## src/rtl/tlc_pkg.sv

```systemverilog
`timescale 1ns/1ps
package tlc_pkg;
  typedef enum logic [1:0] {
    LAMP_GREEN  = 2'b00,
    LAMP_YELLOW = 2'b01,
    LAMP_RED    = 2'b10
  } lamp_t;

  typedef enum logic [1:0] {
    PH_HWY_GO,
    PH_HWY_WARN,
    PH_FARM_GO,
    PH_FARM_WARN
  } phase_t;
endpackage

```

## src/rtl/tlc_interval_timer.sv

```systemverilog
`timescale 1ns/1ps
module tlc_interval_timer #(
  parameter int SHORT_CYC = 4,
  parameter int LONG_CYC  = 16
) (
  input  logic clk,
  input  logic rst,
  input  logic restart,
  output logic short_done,
  output logic long_done
);
  localparam int CW = $clog2(LONG_CYC + 1);
  localparam logic [CW-1:0] SHORT_LIM = CW'(SHORT_CYC - 1);
  localparam logic [CW-1:0] LONG_LIM  = CW'(LONG_CYC - 1);

  logic [CW-1:0] elapsed_q;

  // The restart strobe is high in the first cycle of a phase, so the count
  // reads 1 in the second cycle and k after k edges into the phase.
  always_ff @(posedge clk) begin
    if (rst) begin
      elapsed_q <= '0;
    end else if (restart) begin
      elapsed_q <= CW'(1);
    end else if (elapsed_q != LONG_LIM) begin
      elapsed_q <= elapsed_q + CW'(1);
    end
  end

  // Hide a stale count during the restart cycle.
  assign short_done = !restart && (elapsed_q >= SHORT_LIM);
  assign long_done  = !restart && (elapsed_q >= LONG_LIM);
endmodule

```

## src/rtl/tlc_sequencer.sv

```systemverilog
`timescale 1ns/1ps
module tlc_sequencer
  import tlc_pkg::*;
(
  input  logic   clk,
  input  logic   rst,
  input  logic   car,
  input  logic   short_done,
  input  logic   long_done,
  output phase_t phase_nxt,
  output logic   restart_q
);
  phase_t phase_q;
  logic   start_nxt;

  always_comb begin
    phase_nxt = phase_q;
    start_nxt = 1'b0;
    case (phase_q)
      PH_HWY_GO:    if (long_done && car)  begin phase_nxt = PH_HWY_WARN;  start_nxt = 1'b1; end
      PH_HWY_WARN:  if (short_done)        begin phase_nxt = PH_FARM_GO;   start_nxt = 1'b1; end
      PH_FARM_GO:   if (long_done || !car) begin phase_nxt = PH_FARM_WARN; start_nxt = 1'b1; end
      PH_FARM_WARN: if (short_done)        begin phase_nxt = PH_HWY_GO;    start_nxt = 1'b1; end
      default:                             begin phase_nxt = PH_HWY_GO;    start_nxt = 1'b1; end
    endcase
  end

  // Reset counts as a start, so the first highway green is timed from it.
  always_ff @(posedge clk) begin
    if (rst) begin
      phase_q   <= PH_HWY_GO;
      restart_q <= 1'b1;
    end else begin
      phase_q   <= phase_nxt;
      restart_q <= start_nxt;
    end
  end
endmodule

```

## src/rtl/tlc_lamp_reg.sv

```systemverilog
`timescale 1ns/1ps
module tlc_lamp_reg
  import tlc_pkg::*;
(
  input  logic   clk,
  input  logic   rst,
  input  phase_t phase_nxt,
  output lamp_t  hwy_q,
  output lamp_t  farm_q
);
  lamp_t hwy_d, farm_d;

  always_comb begin
    hwy_d  = LAMP_RED;
    farm_d = LAMP_RED;
    case (phase_nxt)
      PH_HWY_GO:    hwy_d  = LAMP_GREEN;
      PH_HWY_WARN:  hwy_d  = LAMP_YELLOW;
      PH_FARM_GO:   farm_d = LAMP_GREEN;
      PH_FARM_WARN: farm_d = LAMP_YELLOW;
      default:      hwy_d  = LAMP_GREEN;
    endcase
  end

  always_ff @(posedge clk) begin
    if (rst) begin
      hwy_q  <= LAMP_GREEN;
      farm_q <= LAMP_RED;
    end else begin
      hwy_q  <= hwy_d;
      farm_q <= farm_d;
    end
  end
endmodule

```

## src/rtl/crossing_light_ctrl.sv

```systemverilog
`timescale 1ns/1ps
module crossing_light_ctrl
  import tlc_pkg::*;
#(
  parameter int SHORT_CYC = 4,
  parameter int LONG_CYC  = 16
) (
  input  logic       clk,
  input  logic       rst,
  input  logic       car_waiting,
  output logic [1:0] hwy_lamp,
  output logic [1:0] farm_lamp
);
  logic   restart, short_done, long_done;
  phase_t phase_nxt;
  lamp_t  hwy_q, farm_q;

  tlc_interval_timer #(.SHORT_CYC(SHORT_CYC), .LONG_CYC(LONG_CYC)) u_timer (
    .clk(clk), .rst(rst), .restart(restart),
    .short_done(short_done), .long_done(long_done)
  );

  tlc_sequencer u_seq (
    .clk(clk), .rst(rst), .car(car_waiting),
    .short_done(short_done), .long_done(long_done),
    .phase_nxt(phase_nxt), .restart_q(restart)
  );

  tlc_lamp_reg u_lamps (
    .clk(clk), .rst(rst), .phase_nxt(phase_nxt),
    .hwy_q(hwy_q), .farm_q(farm_q)
  );

  assign hwy_lamp  = hwy_q;
  assign farm_lamp = farm_q;
endmodule

```

## config.mk

```make
export PLATFORM = sky130hd
export DESIGN_NAME = crossing_light_ctrl
export DESIGN_NICKNAME = d
export VERILOG_FILES = /design/src/rtl/tlc_pkg.sv /design/src/rtl/tlc_interval_timer.sv /design/src/rtl/tlc_sequencer.sv /design/src/rtl/tlc_lamp_reg.sv /design/src/rtl/crossing_light_ctrl.sv
export SDC_FILE = /design/constraint.sdc
export NUM_CORES = 1
export LEC_CHECK = 0
export BUFFER_PORTS_ARGS = -buffer_cell sky130_fd_sc_hd__buf_2
export CORE_MARGIN = 4
export CORE_UTILIZATION = 23
export CTS_BUF_LIST = sky130_fd_sc_hd__clkbuf_4
export DETAILED_ROUTE_END_ITERATION = 12
export PLACE_DENSITY_LB_ADDON = 0.3
export SLEW_MARGIN = 30
export SYNTH_ARGS = -nofsm -noshare
export SYNTH_HDL_FRONTEND = slang
export SYNTH_SLANG_ARGS = --single-unit
export TNS_END_PERCENT = 1
```

## constraint.sdc

```tcl
create_clock -name clk -period 2.4 [get_ports clk]
set_input_delay 0.6 -clock clk [delete_from_list [all_inputs] [get_ports clk]]
set_output_delay 0.6 -clock clk [all_outputs]
set_load 0.02 [all_outputs]
```

* After elaboration in Yosys (flattened, before gate mapping)
Index checks and enable logic that the tools add are counted.
Cells by class: add/sub/neg operators 1, mux-type cells 13, $lt $le $gt $ge 2, reductions and logical operators 11, equal/unequal tests 7
Operator list (count):
- 2-bit == test, second input constant | 4
- 2-bit two-way mux | 4
- 2-bit one-hot mux with 2 select lines | 2
- 2-bit one-hot mux with 4 select lines | 1
- 5-bit by 1-bit adder with 5-bit output, second input constant | 1
- 5-bit by 2-bit >= comparator with 1-bit output, second input constant | 1
- 5-bit by 4-bit >= comparator with 1-bit output, second input constant | 1
- 1-bit two-way mux | 5
- 5-bit by 4-bit != test with 1-bit output, second input constant | 1
- 2-bit by 1-bit == test with 1-bit output, second input constant | 2
- 2-bit zero test | 2
- 2-bit OR reduction | 2
- 1-bit logical AND | 3
- 1-bit one-hot mux with 3 select lines | 1
- 1-bit zero test | 2
- 2-bit nonzero test | 1
- 1-bit logical OR | 1
Word-level totals: word-level logic and storage cells 40, input port bits 3, bits in registers 12, output and inout bits 4

* Logic depth before layout (Yosys ltp)
word-level depth 7, gate-level depth with buffers 7, gate-level depth less buffers 6

* By module
A second synthesis with hierarchy kept.
Unflattened totals: cell total of the unflattened synthesis 53, area, all modules 543.0 sq um
By module, submodules not included:
- tlc_interval_timer | area each 286.5 sq um, cells each 30, times used 1, sequential area each 100.1 sq um
- tlc_sequencer | area each 143.9 sq um, cells each 15, times used 1, sequential area each 60.1 sq um
- tlc_lamp_reg | area each 112.6 sq um, cells each 8, times used 1, sequential area each 80.1 sq um

* Worst setup path before layout
No wires, ideal clock.
path kind register to register, from register u_timer.elapsed_q[0], to register u_seq.restart_q, period minus slack after synthesis 1988 ps, path slack 412 ps, library setup time 122 ps, data required time 2278 ps, stages on the path, launching flop included 7, data arrival time 1866 ps, buffers on the path 1, cells stage by stage dfxtp_1 ha_1 and3_2 ha_1 buf_2 or4b_1 a311o_1
Between the ends: cells in the longest elaborated chain, start to end 5, elaborated cells between the ends (all ways) 10, classes of those cells order compare: 2; mux: 4; reduce/logical: 4
RTL lines:
- from (decl) | RTL line tlc_interval_timer.sv:16 | logic [CW-1:0] elapsed_q;
- from (signal assigned) | RTL line tlc_interval_timer.sv:26 | elapsed_q <= elapsed_q + CW'(1);
- 5-bit by 4-bit >= comparator with 1-bit output | RTL line tlc_interval_timer.sv:32 | assign long_done = !restart && (elapsed_q >= LONG_LIM);
- 1-bit logical AND | RTL line tlc_interval_timer.sv:32
- 1-bit logical OR or 1-bit logical AND (tied branches) | RTL line tlc_sequencer.sv:22, tlc_sequencer.sv:20
- 1-bit two-way mux (on tied branches) | RTL line tlc_sequencer.sv:22, tlc_sequencer.sv:20
- 1-bit one-hot mux with 3 select lines (*) | RTL line tlc_sequencer.sv:19 | case (phase_q)
- to (signal assigned) | RTL line tlc_sequencer.sv:35 | restart_q <= start_nxt;
- to (decl) | RTL line tlc_sequencer.sv:11 | output logic restart_q
Mark *: on every way between the ends. The rest lies on a longest branch, timed or not. A chain may end at the register's enable or synchronous reset.

* Final worst setup path
Same ends and word-level chain as after synthesis.

==> flow_metrics.env <==
export IMPL_fillers=260
export IMPL_p_sw_frac=0.2265
export IMPL_synth_avg_cell_area_um2=9.986
export IMPL_num_vias=413
export IMPL_pwr_share_clk=0.354
export IMPL_critical_path_endpoint_type="register"
export IMPL_grt_max_degree=12
export IMPL_synth_area_um2=539.3
export IMPL_routed_wl_um=1020
export IMPL_finClkSkew_ns=0.005295
export IMPL_die_h_um=56.42
export IMPL_ys_seq_elements=12
export IMPL_cp_start_kind="register"
export IMPL_drt_first_pass_iters=2
export IMPL_drc=0
export IMPL_grt_pass1_vias=396
export IMPL_ys_warnings_count=0
export IMPL_multi_input_area_um2=275.3
export IMPL_p_comb_frac=0.050
export IMPL_coreArea_um2=2212
export IMPL_relSlewSlack=0.6642
export IMPL_synth_top_family_by_area="simple AND/OR/NAND/NOR gates"
export IMPL_cts_clk_slew_worst_paths_ns=0.07
export IMPL_cap_violations=0
export IMPL_ir_drop_uv=421.8
export IMPL_worstSetupPathType="register to register"
export IMPL_period_minus_slack_ns=2.051
export IMPL_grt_overflow=0
export IMPL_vias_per_cell=4.589
export IMPL_setup_viol=0
export IMPL_numCtsBuffers=3
export IMPL_cts_hold_buf=0
export IMPL_r2r_slack_ns=0.35
export IMPL_die_w_um=56.42
export IMPL_insertion_delay_ns=0.27
export IMPL_portBuffers=6
export IMPL_rows=17
export IMPL_synth_simple_gate_area_frac=0.1879
export IMPL_tritoncts="yes"
export IMPL_p_switching_w=0.00007923
export IMPL_cts_setup_buffers=0
export IMPL_num_nets_final=68
export IMPL_htreeDepth=1
export IMPL_design_die_area_um2=3183
export IMPL_final_max_slew_viol_count=0
export IMPL_arrival_ns=2.21
export IMPL_critPathRequiredTime_ns=2.56
export IMPL_p_per_area_nw_per_um2=562.5
export IMPL_fmax_ghz=0.4877
export IMPL_hold_path_class="register to register"
export IMPL_setup_tns_ns=0
export IMPL_synth_net_count=59
export IMPL_start_util=0.2438
export IMPL_power_leakage_nw=0.2363
export IMPL_routedWlPerCell_um=11.33
export IMPL_post_cts_resized=0
export IMPL_antenna_found_initial=0
export IMPL_p_int_w=0.0002706
export IMPL_ys_types=26
export IMPL_postRouteAntennaNets=0
export IMPL_synthAdderAreaFrac=0.04640
export IMPL_grt_pass1_wl_um=1766
export IMPL_ctsRootBufferMaster="clkbuf_4"
export IMPL_drive_gt1_frac=0.2258
export IMPL_p_total_w=0.0003498
export IMPL_drtIter0Drc=3
export IMPL_finalCritPeriodShare=0.8544
export IMPL_diodes=0
export IMPL_syn_inst=54
export IMPL_yosysSeqAreaShare=0.4455
export IMPL_grtUsageTotal=0.07011
export IMPL_final_core_util=0.2811
export IMPL_synthMuxAreaShare=0.07889
export IMPL_io_pins=7
export IMPL_dp_hpwl_um=751.5
export IMPL_status="completed"
export IMPL_cts_sinks=12
export IMPL_clock_path_buffers=2
export IMPL_synth_compound_area_frac=0.1485
export IMPL_crit_fanout=9
export IMPL_rsz0062_at_grt="no"
export IMPL_power_frac_seq=0.596
export IMPL_synth_xor_area_frac=0.04872
export IMPL_register_area_um2=240.2
export IMPL_tightest_slew_ns=0.5028
export IMPL_place_gp_congestion=0.8471
export IMPL_area_delta_synth_final_pct=15.31
export IMPL_finalHoldViolCount=0
synthesized netlist by cell type:
| library cell | n | share of area |
|---|---|---|
| o311ai_0 | 1 | 0.016 |
| nand4b_1 | 1 | 0.016 |
| ha_1 | 2 | 0.046 |
| a21oi_1 | 3 | 0.028 |
| clkbuf_1 | 1 | 0.0070 |
| o31ai_1 | 1 | 0.014 |
| nand2b_1 | 1 | 0.012 |
| a311oi_1 | 1 | 0.016 |
| and4_4 | 1 | 0.021 |
| dfxtp_1 | 12 | 0.45 |
| nor3_1 | 4 | 0.037 |
| nor2b_1 | 2 | 0.023 |
| a311o_1 | 1 | 0.019 |
| a211oi_2 | 1 | 0.023 |
| nand2_1 | 1 | 0.0070 |
| a2111oi_0 | 2 | 0.032 |
| nor4_1 | 1 | 0.012 |
| xnor2_1 | 1 | 0.016 |
| buf_2 | 1 | 0.0093 |
| mux2_2 | 2 | 0.042 |
| and3_2 | 1 | 0.014 |
| or4b_1 | 1 | 0.019 |
| xor2_1 | 2 | 0.032 |
| mux2i_1 | 2 | 0.037 |
| inv_1 | 4 | 0.028 |
| nor2_1 | 4 | 0.028 |
registers in the layout (all words and copies together), names as in the netlist:
register           flops
u_seq.phase_q          2
u_timer.elapsed_q      5
u_lamps.hwy_q          2
u_seq.restart_q        1
u_lamps.farm_q         2
per-layer routing:
layer  track usage  vias to the layer above  part of all wire
li1              -                      216                 -
met1       0.09736                      187              0.54
met2       0.09901                       10              0.40
met3       0.04138                        0             0.062
met4             0                        0                 0
met5             0                        -                 0
final cells by class:
class,count,share of cell area
clock buffer,3,0.03622
inverter,4,0.02414
multi-input combinational,36,0.4427
tap,28,0.05634
sequential,12,0.3863
timing repair buffer,6,0.04829
clock inverter,1,0.006036
power groups by stage:
stage | clock (W) | combinational (W) | sequential [W]
2_1_floorplan | 0 | 0.0000126 | 0.000212
3_3_place_gp | 0 | 0.0000173 | 0.000213
3_5_place_dp | 0 | 0.0000177 | 0.000213
4_1_cts | 0.000130 | 0.0000179 | 0.000208
5_1_grt | 0.000142 | 0.0000206 | 0.000210
6_report | 0.000124 | 0.0000175 | 0.000208
through the flow:
step,cells,cell area [um2],hold slack (ns),worst slack [ns]
4_1_cts,90,621.8,0.5615,0.3504
6_report,90,621.8,0.5528,0.3494
2_1_floorplan,54,539.3,0.4806,0.4119
5_1_grt,90,621.8,0.6072,0.2052
3_3_place_gp,86,595.6,0.5426,0.3982
3_5_place_dp,86,595.6,0.5443,0.3613
placed cells by master (no fill, tap or decap), drive strengths merged:
cell / n
or4b: 1
a311o: 1
and4: 1
nor2b: 2
a211oi: 1
and3: 1
clkbuf: 3
nor3: 4
a2111oi: 2
nand2: 1
mux2i: 2
nand4b: 1
nor4: 1
buf: 6
nor2: 4
inv: 4
nand2b: 1
o31ai: 1
dfxtp: 12
mux2: 2
xor2: 2
ha: 2
o311ai: 1
xnor2: 1
clkinv: 1
a21oi: 3
a311oi: 1
path summary, 6_finish.rpt:
check                           cells after the start          endpoint                  from
worst max-delay path                                5   u_seq.restart_q  u_timer.elapsed_q[0]
worst min-delay path                                1  u_lamps.hwy_q[0]      u_seq.phase_q[1]
worst max register to register                      5   u_seq.restart_q  u_timer.elapsed_q[0]
worst min register to register                      1  u_lamps.hwy_q[0]      u_seq.phase_q[1]
worst max-delay path: stages (launching register included):
cell     delay [ns]
dfxtp_1        0.36
ha_1           0.23
and3_2         0.21
ha_1           0.29
or4b_1         0.55
a311o_1        0.31
cell families after synthesis:
family | Yosys count
AO/OA/AOI/OAI | 10
XOR/XNOR | 3
buffers and inverters | 6
flip-flops | 12
multiplexers | 4
AND/OR/NAND/NOR | 17
adder cells (fa/ha/maj) | 2
(Power assumes the default switching activity.)
